<file path="src/rtl/wbe_pkg.sv">
package wbe_pkg;
  typedef enum logic [1:0] {
    CMD_NOP   = 2'b00,
    CMD_WRITE = 2'b01,
    CMD_READ  = 2'b10,
    CMD_STOP  = 2'b11
  } wbe_cmd_e;

  localparam logic [2:0] BL_FULL = 3'd7;
endpackage

</file>
<file path="src/rtl/wbe_len_decode.sv">
module wbe_len_decode #(
  parameter int COL_W = 8
) (
  input  logic [2:0]       sel_i,
  output logic [COL_W-1:0] mask_o,
  output logic             full_o
);
  import wbe_pkg::*;

  // mask = burst length - 1; full page uses every column bit
  always_comb begin
    mask_o = '0;
    full_o = 1'b0;
    if (sel_i == BL_FULL) begin
      mask_o = '1;
      full_o = 1'b1;
    end else if (sel_i <= 3'd3) begin
      for (int b = 0; b < 3; b++)
        if (b < int'(sel_i) && b < COL_W) mask_o[b] = 1'b1;
    end
  end
endmodule

</file>
<file path="src/rtl/wbe_col_step.sv">
module wbe_col_step #(
  parameter int COL_W = 8
) (
  input  logic [COL_W-1:0] cur_i,
  input  logic [COL_W-1:0] mask_i,
  output logic [COL_W-1:0] next_o
);
  logic [COL_W-1:0] inc;
  assign inc    = cur_i + 1'b1;
  assign next_o = (cur_i & ~mask_i) | (inc & mask_i);
endmodule

</file>
<file path="src/rtl/wbe_burst_ctl.sv">
module wbe_burst_ctl #(
  parameter int COL_W  = 8,
  parameter int BANK_W = 2
) (
  input  logic              clk,
  input  logic              rst_n,
  input  logic [1:0]        cmd_i,
  input  logic [BANK_W-1:0] bank_i,
  input  logic [COL_W-1:0]  col_i,
  input  logic [COL_W-1:0]  mask_i,
  input  logic              full_i,
  output logic              slot_o,
  output logic [COL_W-1:0]  slot_col_o,
  output logic [BANK_W-1:0] slot_bank_o
);
  import wbe_pkg::*;

  logic              act_q, full_q;
  logic [COL_W-1:0]  col_q, mask_q, remain_q, step_col;
  logic [BANK_W-1:0] bank_q;
  wbe_cmd_e          cmd;

  assign cmd = wbe_cmd_e'(cmd_i);

  wbe_col_step #(.COL_W(COL_W)) u_step (
    .cur_i (col_q),
    .mask_i(mask_q),
    .next_o(step_col)
  );

  always_comb begin
    slot_o      = 1'b0;
    slot_col_o  = step_col;
    slot_bank_o = bank_q;
    unique case (cmd)
      CMD_WRITE: begin
        slot_o      = 1'b1;
        slot_col_o  = col_i;
        slot_bank_o = bank_i;
      end
      CMD_NOP: slot_o = act_q;
      default: slot_o = 1'b0;
    endcase
  end

  always_ff @(posedge clk or negedge rst_n) begin
    if (!rst_n) begin
      act_q    <= 1'b0;
      full_q   <= 1'b0;
      col_q    <= '0;
      mask_q   <= '0;
      remain_q <= '0;
      bank_q   <= '0;
    end else begin
      unique case (cmd)
        CMD_WRITE: begin
          act_q    <= full_i || (mask_i != '0);
          full_q   <= full_i;
          col_q    <= col_i;
          mask_q   <= mask_i;
          remain_q <= mask_i;
          bank_q   <= bank_i;
        end
        CMD_NOP: begin
          if (act_q) begin
            col_q <= step_col;
            if (!full_q) begin
              remain_q <= remain_q - 1'b1;
              act_q    <= (remain_q > 1);
            end
          end
        end
        default: act_q <= 1'b0;
      endcase
    end
  end


  remain_live_chk: assert property (@(posedge clk) disable iff (!rst_n)
    (act_q && !full_q) |-> (remain_q != '0));


  read_ends_chk: assert property (@(posedge clk) disable iff (!rst_n)
    (cmd == CMD_READ) |=> !act_q);
endmodule

</file>
<file path="src/rtl/sdram_wr_burst.sv">
module sdram_wr_burst #(
  parameter int COL_W  = 8,
  parameter int BANK_W = 2,
  parameter int DATA_W = 16
) (
  input  logic              clk,
  input  logic              rst_n,
  input  logic [1:0]        cmd_i,
  input  logic [BANK_W-1:0] bank_i,
  input  logic [COL_W-1:0]  col_i,
  input  logic [2:0]        bl_i,
  input  logic [DATA_W-1:0] din_i,
  input  logic              dqm_i,
  output logic              wr_en_o,
  output logic [BANK_W-1:0] wr_bank_o,
  output logic [COL_W-1:0]  wr_col_o,
  output logic [DATA_W-1:0] wr_data_o,
  output logic              busy_o
);
  import wbe_pkg::*;

  logic [COL_W-1:0]  mask;
  logic              full;
  logic              slot;
  logic [COL_W-1:0]  slot_col;
  logic [BANK_W-1:0] slot_bank;

  wbe_len_decode #(.COL_W(COL_W)) u_dec (
    .sel_i (bl_i),
    .mask_o(mask),
    .full_o(full)
  );

  wbe_burst_ctl #(.COL_W(COL_W), .BANK_W(BANK_W)) u_ctl (
    .clk        (clk),
    .rst_n      (rst_n),
    .cmd_i      (cmd_i),
    .bank_i     (bank_i),
    .col_i      (col_i),
    .mask_i     (mask),
    .full_i     (full),
    .slot_o     (slot),
    .slot_col_o (slot_col),
    .slot_bank_o(slot_bank)
  );

  always_ff @(posedge clk or negedge rst_n) begin
    if (!rst_n) begin
      wr_en_o   <= 1'b0;
      busy_o    <= 1'b0;
      wr_col_o  <= '0;
      wr_bank_o <= '0;
      wr_data_o <= '0;
    end else begin
      wr_en_o   <= slot && !dqm_i;
      busy_o    <= slot;
      wr_col_o  <= slot_col;
      wr_bank_o <= slot_bank;
      wr_data_o <= din_i;
    end
  end


  en_within_busy_chk: assert property (@(posedge clk) disable iff (!rst_n)
    wr_en_o |-> busy_o);


  stop_drops_beat_chk: assert property (@(posedge clk) disable iff (!rst_n)
    (cmd_i == CMD_STOP) |=> (!busy_o && !wr_en_o));


  write_start_chk: assert property (@(posedge clk) disable iff (!rst_n)
    (cmd_i == CMD_WRITE) |=> (busy_o && wr_col_o == $past(col_i)
                              && wr_bank_o == $past(bank_i)));


  mask_blocks_chk: assert property (@(posedge clk) disable iff (!rst_n)
    dqm_i |=> !wr_en_o);
endmodule

</file>
<file path="config.mk">
export PLATFORM = sky130hd
export DESIGN_NAME = sdram_wr_burst
export DESIGN_NICKNAME = d
export VERILOG_FILES = /design/src/rtl/wbe_pkg.sv /design/src/rtl/wbe_len_decode.sv /design/src/rtl/wbe_col_step.sv /design/src/rtl/wbe_burst_ctl.sv /design/src/rtl/sdram_wr_burst.sv
export SDC_FILE = /design/constraint.sdc
export NUM_CORES = 1
export LEC_CHECK = 0
export CAP_MARGIN = 20
export CORE_MARGIN = 2
export CORE_UTILIZATION = 55
export DETAILED_ROUTE_END_ITERATION = 16
export DONT_BUFFER_PORTS = 1
export GPL_TIMING_DRIVEN = 0
export PLACE_DENSITY_LB_ADDON = 0.1
export SETUP_SLACK_MARGIN = 0.02
export SYNTH_ARGS = -nofsm -noshare
export SYNTH_HDL_FRONTEND = slang
export SYNTH_HIERARCHICAL = 1
export SYNTH_SLANG_ARGS = --single-unit
</file>
<file path="constraint.sdc">
create_clock -name clk -period 2.6 [get_ports clk]
set_input_delay 0.65 -clock clk [delete_from_list [all_inputs] [get_ports clk]]
set_output_delay 0.65 -clock clk [all_outputs]
set_load 0.01 [all_outputs]
</file>
==> summary.md, run 1 <==
| Metric | Value |
|---|---|
| EDFF count, synth | `0` |
| Clk slew on worst S/H paths | `0.11 ns` |
| Yosys Warn Count | `6` |
| Reg2Reg Setup Slack | `1.01 ns` |
| Antenna viol nets, final | `0` |
| Reg2reg end | `u_ctl/remain_q[6]` |
| Flops & latches, synth | `56` |
| Drt total wl | `4767 um` |
| Main synth FF type | `dfrtp_1` |
| Area Overhead vs Synth | `7.712%` |
| Overall die width | `70.74 um` |
| Fraction of registers with async set/reset | `1.000` |
| Maximum VDD drop | `0.0004411 V` |
| Final hold vios | `0` |
| Post-layout util | `0.6102` |
| First-pass GRT wire length | `7714 um` |
| Root Driver | `clkbuf_8` |
| Worst hold path type | `in2async` |
| CP Launch Type | `register` |
| Min Tclk post-route | `1.589 ns` |
| Num CTS Buffers | `5` |
| Setup bufs post-CTS | `0` |
| Max cap viols | `0` |
| Status | `finished clean` |
| Cell Rows | `24` |
| Die Footprint | `5004 sq um` |
| R2R depth | `6` |
| Final Setup Violations | `0` |
| # IOs | `62` |
| Worst Path Max Fanout | `4` |
| DR DRC count | `0` |
| Final Hold Slack | `0.1522 ns` |
| Most instantiated cells after synthesis | `dfrtp_1 (56), mux2_2 (19), a21oi_1 (13), o21ai_0 (13), nor2_1 (10)` |
| Core Area | `4324 sq um` |
| CTS Buffer Depth | `2` |
| Wire length per cell | `17.79 um` |
| Rel. slew slack | `0.4200` |
| Top-area cell type share of the netlist area | `0.5720` |
| GR Util All Layers | `0.1977` |
| Antenna violations before repair | `0` |
| Vias | `1621` |
| HPWL Detailed | `3400 um` |
| Tcrit/Tclk final | `0.6113` |
| Layout cell share with drive strength beyond 1 | `0.2176` |
| Largest net degree at the start of global routing | `57` |
| CTS tree | `done` |
| CP required | `2.79 ns` |
| DR vias/cell | `6.049` |
| Total gr overflow | `0` |
| DIE HEIGHT | `70.74 um` |
| Pwr dens | `713.4 nW/um^2` |
| Sequential area share after synthesis | `0.5720` |
| Fillers | `360` |
| Setup Skew | `0.008841 ns` |
| Sink Count | `56` |
| Max Slew Vio Count | `0` |
| Initial Util | `0.5666` |
| Cell Area, Synth | `2450 sq um` |
| WP data arrival | `1.78 ns` |
| H-tree depth | `2` |
| GP Congestion | `0.9101` |
| Total Negative Setup Slacks | `0 ns` |
| Unrepaired setup endpoints after global routing | `no` |
| Port buffer count | `0` |
| Iteration-0 DRC count of the detailed router | `75` |
| Syn Inst Count | `206` |
| Worst Setup End Kind | `register` |
| Post-Syn Area per Cell | `11.89 sq um` |
| Total power | `1.883 mW` |
| Syn Nets | `243` |
| # resized after CTS | `0` |
| Biggest area consumer among synthesized cells | `dfrtp_1` |
| Clock latency on the worst-skew pair | `0.31 ns` |
| R2R Path Start | `u_ctl/remain_q[0]` |
| Count leader, synth | `dfrtp_1` |
| Synth top area cells | `dfrtp_1 (57%), mux2_2 (8.7%), a21oi_1 (2.7%)` |
| Netlist cell types | `44` |
| Fmax | `0.6292 GHz` |
| Crit Path Category | `reg2reg` |
| Vias in the first global route | `1594` |
| Diodes inserted | `0` |
| Slew @ Worst Pin | `0.8671 ns` |
| Final nets | `252` |
| Pre-Repair DR Iteration Count | `4` |
| Leakage | `1.172 nW` |
stage by stage:
stage / setup WS (ns) / std cells / instance area (sq um)
3_5_place_dp: 0.7696 / 258 / 2515
3_3_place_gp: 0.7875 / 258 / 2515
4_1_cts: 1.015 / 266 / 2609
6_report: 1.011 / 268 / 2639
5_1_grt: 0.8173 / 268 / 2639
2_1_floorplan: 0.8809 / 206 / 2450
metal layers:
layer  track usage  vias up  wire length, um
met3       0.06125        4              242
li1              -      759                -
met2        0.3406       45             2563
met5             0        -                0
met1        0.2450      813             1932
met4       0.04822        0               29
power breakdown:
group	switching, mW	internal (mW)	leakage (nW)
clock network	0.289	0.197	0.0452
registers	0.113	0.982	0.680
logic	0.152	0.149	0.447
how the worst max path moves through the flow:
stage / slack (ns) / start / end / cells past startpoint
after CTS: 1.01 / u_ctl/remain_q[0] / u_ctl/remain_q[6] / 6
after global routing: 0.82 / u_ctl/remain_q[0] / u_ctl/remain_q[6] / 6
after detailed placement: 0.77 / bl_i[2] / u_ctl/act_q / 6
after global placement: 0.79 / bl_i[2] / u_ctl/act_q / 6
after floorplan: 0.88 / bl_i[2] / u_ctl/act_q / 6
final: 1.01 / u_ctl/remain_q[0] / u_ctl/remain_q[6] / 6
registers in the layout (all words and copies together), names as in the netlist, 2 cells and up:
signal          flops
wr_bank_o           2
u_ctl/remain_q      8
u_ctl/bank_q        2
wr_col_o            8
u_ctl/col_q         8
u_ctl/mask_q        8
wr_data_o          16
cell usage in the layout (no fill, tap or decap), drive strengths merged, types with 3 or more instances in the layout:
cell type,instances
dfrtp,56
nor2,11
clkbuf,6
a22oi,8
ha,3
nor2b,3
xnor2,5
o21ai,17
a21oi,13
and3,10
inv,7
a2bb2oi,4
mux2,19
nand4,5
nand2,9
buf,12
final cells by class:
type | count | area, sq um | share of cell area
sequential | 56 | 1401 | 0.5311
clock buffer | 5 | 68.82 | 0.02608
multi-input combinational | 132 | 937.1 | 0.3551
clock inverter | 3 | 25.02 | 0.009483
timing repair buffer | 2 | 30.03 | 0.01138
buffer | 12 | 88.84 | 0.03367
inverter | 6 | 22.52 | 0.008535
tap | 52 | 65.06 | 0.02466
cell families (layout without fill, tap and decap cells):
group,Yosys count,count (layout),synth area share
simple gates,50,50,0.1185
compound gates,52,52,0.1318
mux,19,19,0.08734
flops,56,56,0.5720
buf+inv,18,28,0.04545
xor+xnor,7,7,0.02503
fa+ha+maj,4,4,0.01992
worst max-delay path: stages, from the launching register on:
cell and delay (ns):
dfrtp_1 0.42, inv_1 0.11, ha_1 0.22, nor3b_1 0.36
nand2_1 0.13, o22ai_1 0.15, a2bb2oi_1 0.09
timing repair:
| action | in CTS | in global routing |
|---|---|---|
| hold buffers | 0 | 2 |
| setup endpoints to repair | 0 | 0 |
| hold endpoints to repair | 0 | 36 |
(Power assumes the default switching activity.)
==> inputs of run 2 (changes only) <==
- clock period: 2.6 -> 1.5 ns (I/O delays scaled with it)
==> run 2 against run 1 <==
The flow now finishes with violations (negative hold slack). Die area stayed put. Clock skew hardly changed. Cell count is 2.2% higher. Maximum frequency is 6.9% higher. Sequential power is 73% higher. Flip-flop and latch count stayed put. First-iteration DRC count is 15% lower. Worst hold slack worse by 0.41 ns. Register-to-register slack worse by 1.0 ns. Non-clock buffer count is 6 higher. Critical path type unchanged. Critical endpoint is now u_ctl/col_q[1]. Largest power group unchanged. Highest routed layer unchanged.
==> summary.md, run 2 (synthesis gave the netlist of run 1 again) <==
| Metric | Value |
|---|---|
| Status | `finished with violations` |
| Failing checks | `negative hold slack` |
| Crit Path Category | `reg2reg` |
| Fillers | `344` |
| Register area | `1405 sq um` |
| Vias in the first global route | `1629` |
| Pre-Repair DR Iteration Count | `4` |
| Sequential share of power | `0.564` |
| Core Area | `4324 sq um` |
| Area Overhead vs Synth | `11.80%` |
| CTS tree | `done` |
| Cell Rows | `24` |
| Largest net degree at the start of global routing | `57` |
| Min Tclk post-route | `1.487 ns` |
| Pwr dens | `1230 nW/um^2` |
| NetSw | `0.9792 mW` |
| Vias | `1657` |
| Drt total wl | `4966 um` |
| Worst path cell trace | `ha_1, mux2_2, and3_1, a21oi_1, o21ai_0` |
| H-tree depth | `2` |
| Max Slew Vio Count | `0` |
| Setup Skew | `0.008630 ns` |
| Iteration-0 DRC count of the detailed router | `64` |
| Largest Register | `wr_data_o` |
| Int Pwr | `2.391 mW` |
| Layout cell share with drive strength beyond 1 | `0.2883` |
| Most frequent cells in the layout | `dfrtp_1 (53), mux2_2 (19), buf_4 (13), a21oi_1 (13), o21ai_0 (12)` |
| Reg2reg end | `u_ctl/col_q[1]` |
| Wire length per cell | `18.12 um` |
| Max cap viols | `0` |
| Dpl cells | `258` |
| Total Negative Setup Slacks | `0 ns` |
| Initial Util | `0.5666` |
| Slew @ Worst Pin | `0.3919 ns` |
| Clk network pwr share | `0.249` |
| Layout Cells excl Fill | `274` |
| GR Util All Layers | `0.2005` |
| HPWL Detailed | `3400 um` |
| Diodes inserted | `0` |
| DR DRC count | `0` |
| Maximum VDD drop | `0.0007623 V` |
| Overall die width | `70.74 um` |
| Total gr overflow | `0` |
| Largest register FFs | `16` |
| Worst Path Max Fanout | `3` |
| Tcrit/Tclk final | `0.9912` |
| CTS Buffer Depth | `2` |
| Num CTS Buffers | `5` |
| CP startpoint | `u_ctl/col_q[0]` |
| Fmax | `0.6726 GHz` |
| Reg2Reg Setup Slack | `0.01 ns` |
| Antenna violations before repair | `0` |
| Clock latency on the worst-skew pair | `0.31 ns` |
| CP peak stage delay | `0.43 ns` |
| Final Hold Slack | `-0.2573 ns` |
| R2R Path Start | `u_ctl/col_q[0]` |
| Final Setup Violations | `0` |
| Clk slew on worst S/H paths | `0.11 ns` |
| First-pass GRT wire length | `7824 um` |
| Die Footprint | `5004 sq um` |
| Logic gate share of total power | `0.186` |
| Final hold vios | `56` |
| Total power | `3.370 mW` |
| Antenna viol nets, final | `0` |
| WP data arrival | `1.67 ns` |
| CP required | `1.69 ns` |
| Unrepaired setup endpoints after global routing | `yes` |
| Port buffer count | `0` |
| Leakage | `1.210 nW` |
| GP Congestion | `0.9101` |
| Rel. slew slack | `0.7387` |
| Sink Count | `56` |
| # IOs | `62` |
| Critical path's slowest cell | `dfrtp_2` |
| Post-layout util | `0.6334` |
| Switch share | `0.2906` |
| Final nets | `258` |
| DR vias/cell | `6.047` |
| CP Launch Type | `register` |
| Root Driver | `clkbuf_8` |
| R2R depth | `5` |
| Worst hold path type | `in2async` |
| Area of the multi-input gates | `985.9 sq um` |
| DIE HEIGHT | `70.74 um` |
| Worst Setup End Kind | `register` |
| Most common cell after layout, fill and taps aside | `dfrtp_1` |
[run 2: cell count changes in the layout (fill, tap and decap cells not counted), sizes merged]
cell / previous run / this run
buf: 12 / 19
dlygate4sd3: 1 / 0
[run 2: worst max-delay path: cells and delay by family (launching register included)]
family / cells / cell delay [ns]
flops: 1 / 0.43
mux: 1 / 0.29
compound gates: 2 / 0.18
fa+ha+maj: 1 / 0.30
simple gates: 1 / 0.16
[run 2: per-stage QoR]
step                      area, sq um  hold WS (ns)  worst slack [ns]
after global placement           2515       0.08074          -0.03747
after detailed placement         2515       0.08068          -0.05537
after floorplan                  2450       0.07941           0.05594
after global routing             2739       -0.2798          -0.01692
final                            2739       -0.2573           0.01325
after CTS                        2659       -0.2646           0.02173
[run 2: worst max-delay path by stage]
stage                                end  slack, ns  cells past startpoint
final                     u_ctl/col_q[1]       0.01                      5
after global routing      u_ctl/col_q[1]      -0.02                      5
after CTS                 u_ctl/col_q[5]       0.02                      6
after detailed placement     u_ctl/act_q      -0.06                      6
after global placement       u_ctl/act_q      -0.04                      6
after floorplan              u_ctl/act_q       0.06                      6
[run 2: power by group through the flow]
stage                     Combinational (mW)  Clock [mW]  Sequential, mW
after detailed placement               0.483           0            1.93
after CTS                              0.547       0.866            1.90
after global routing                   0.691       0.927            1.92
after floorplan                        0.400           0            1.89
after global placement                 0.459           0            1.92
final                                  0.628       0.841            1.90
[run 2: cell type report]
class | count | area share
buffer | 12 | 0.03289
clock buffer | 5 | 0.02513
clock inverter | 3 | 0.009137
inverter | 6 | 0.008223
multi-input combinational | 132 | 0.3600
sequential | 56 | 0.5130
tap | 52 | 0.02376
timing repair buffer | 8 | 0.02787
[run 2: layer usage]
layer	vias up	global-route usage	share of wire
met3	2	0.06125	0.052
met5	-	0	0
met4	0	0.05241	0.0024
met1	843	0.2469	0.41
li1	766	-	-
met2	46	0.3458	0.54
[run 2: repair_timing]
item | CTS | global route
buffers inserted | 4 | 4
gates resized for setup | 3 | 12
endpoints found under the setup margin | 5 | 11
hold endpoints to repair | 56 | 56
pin swaps | 0 | 1
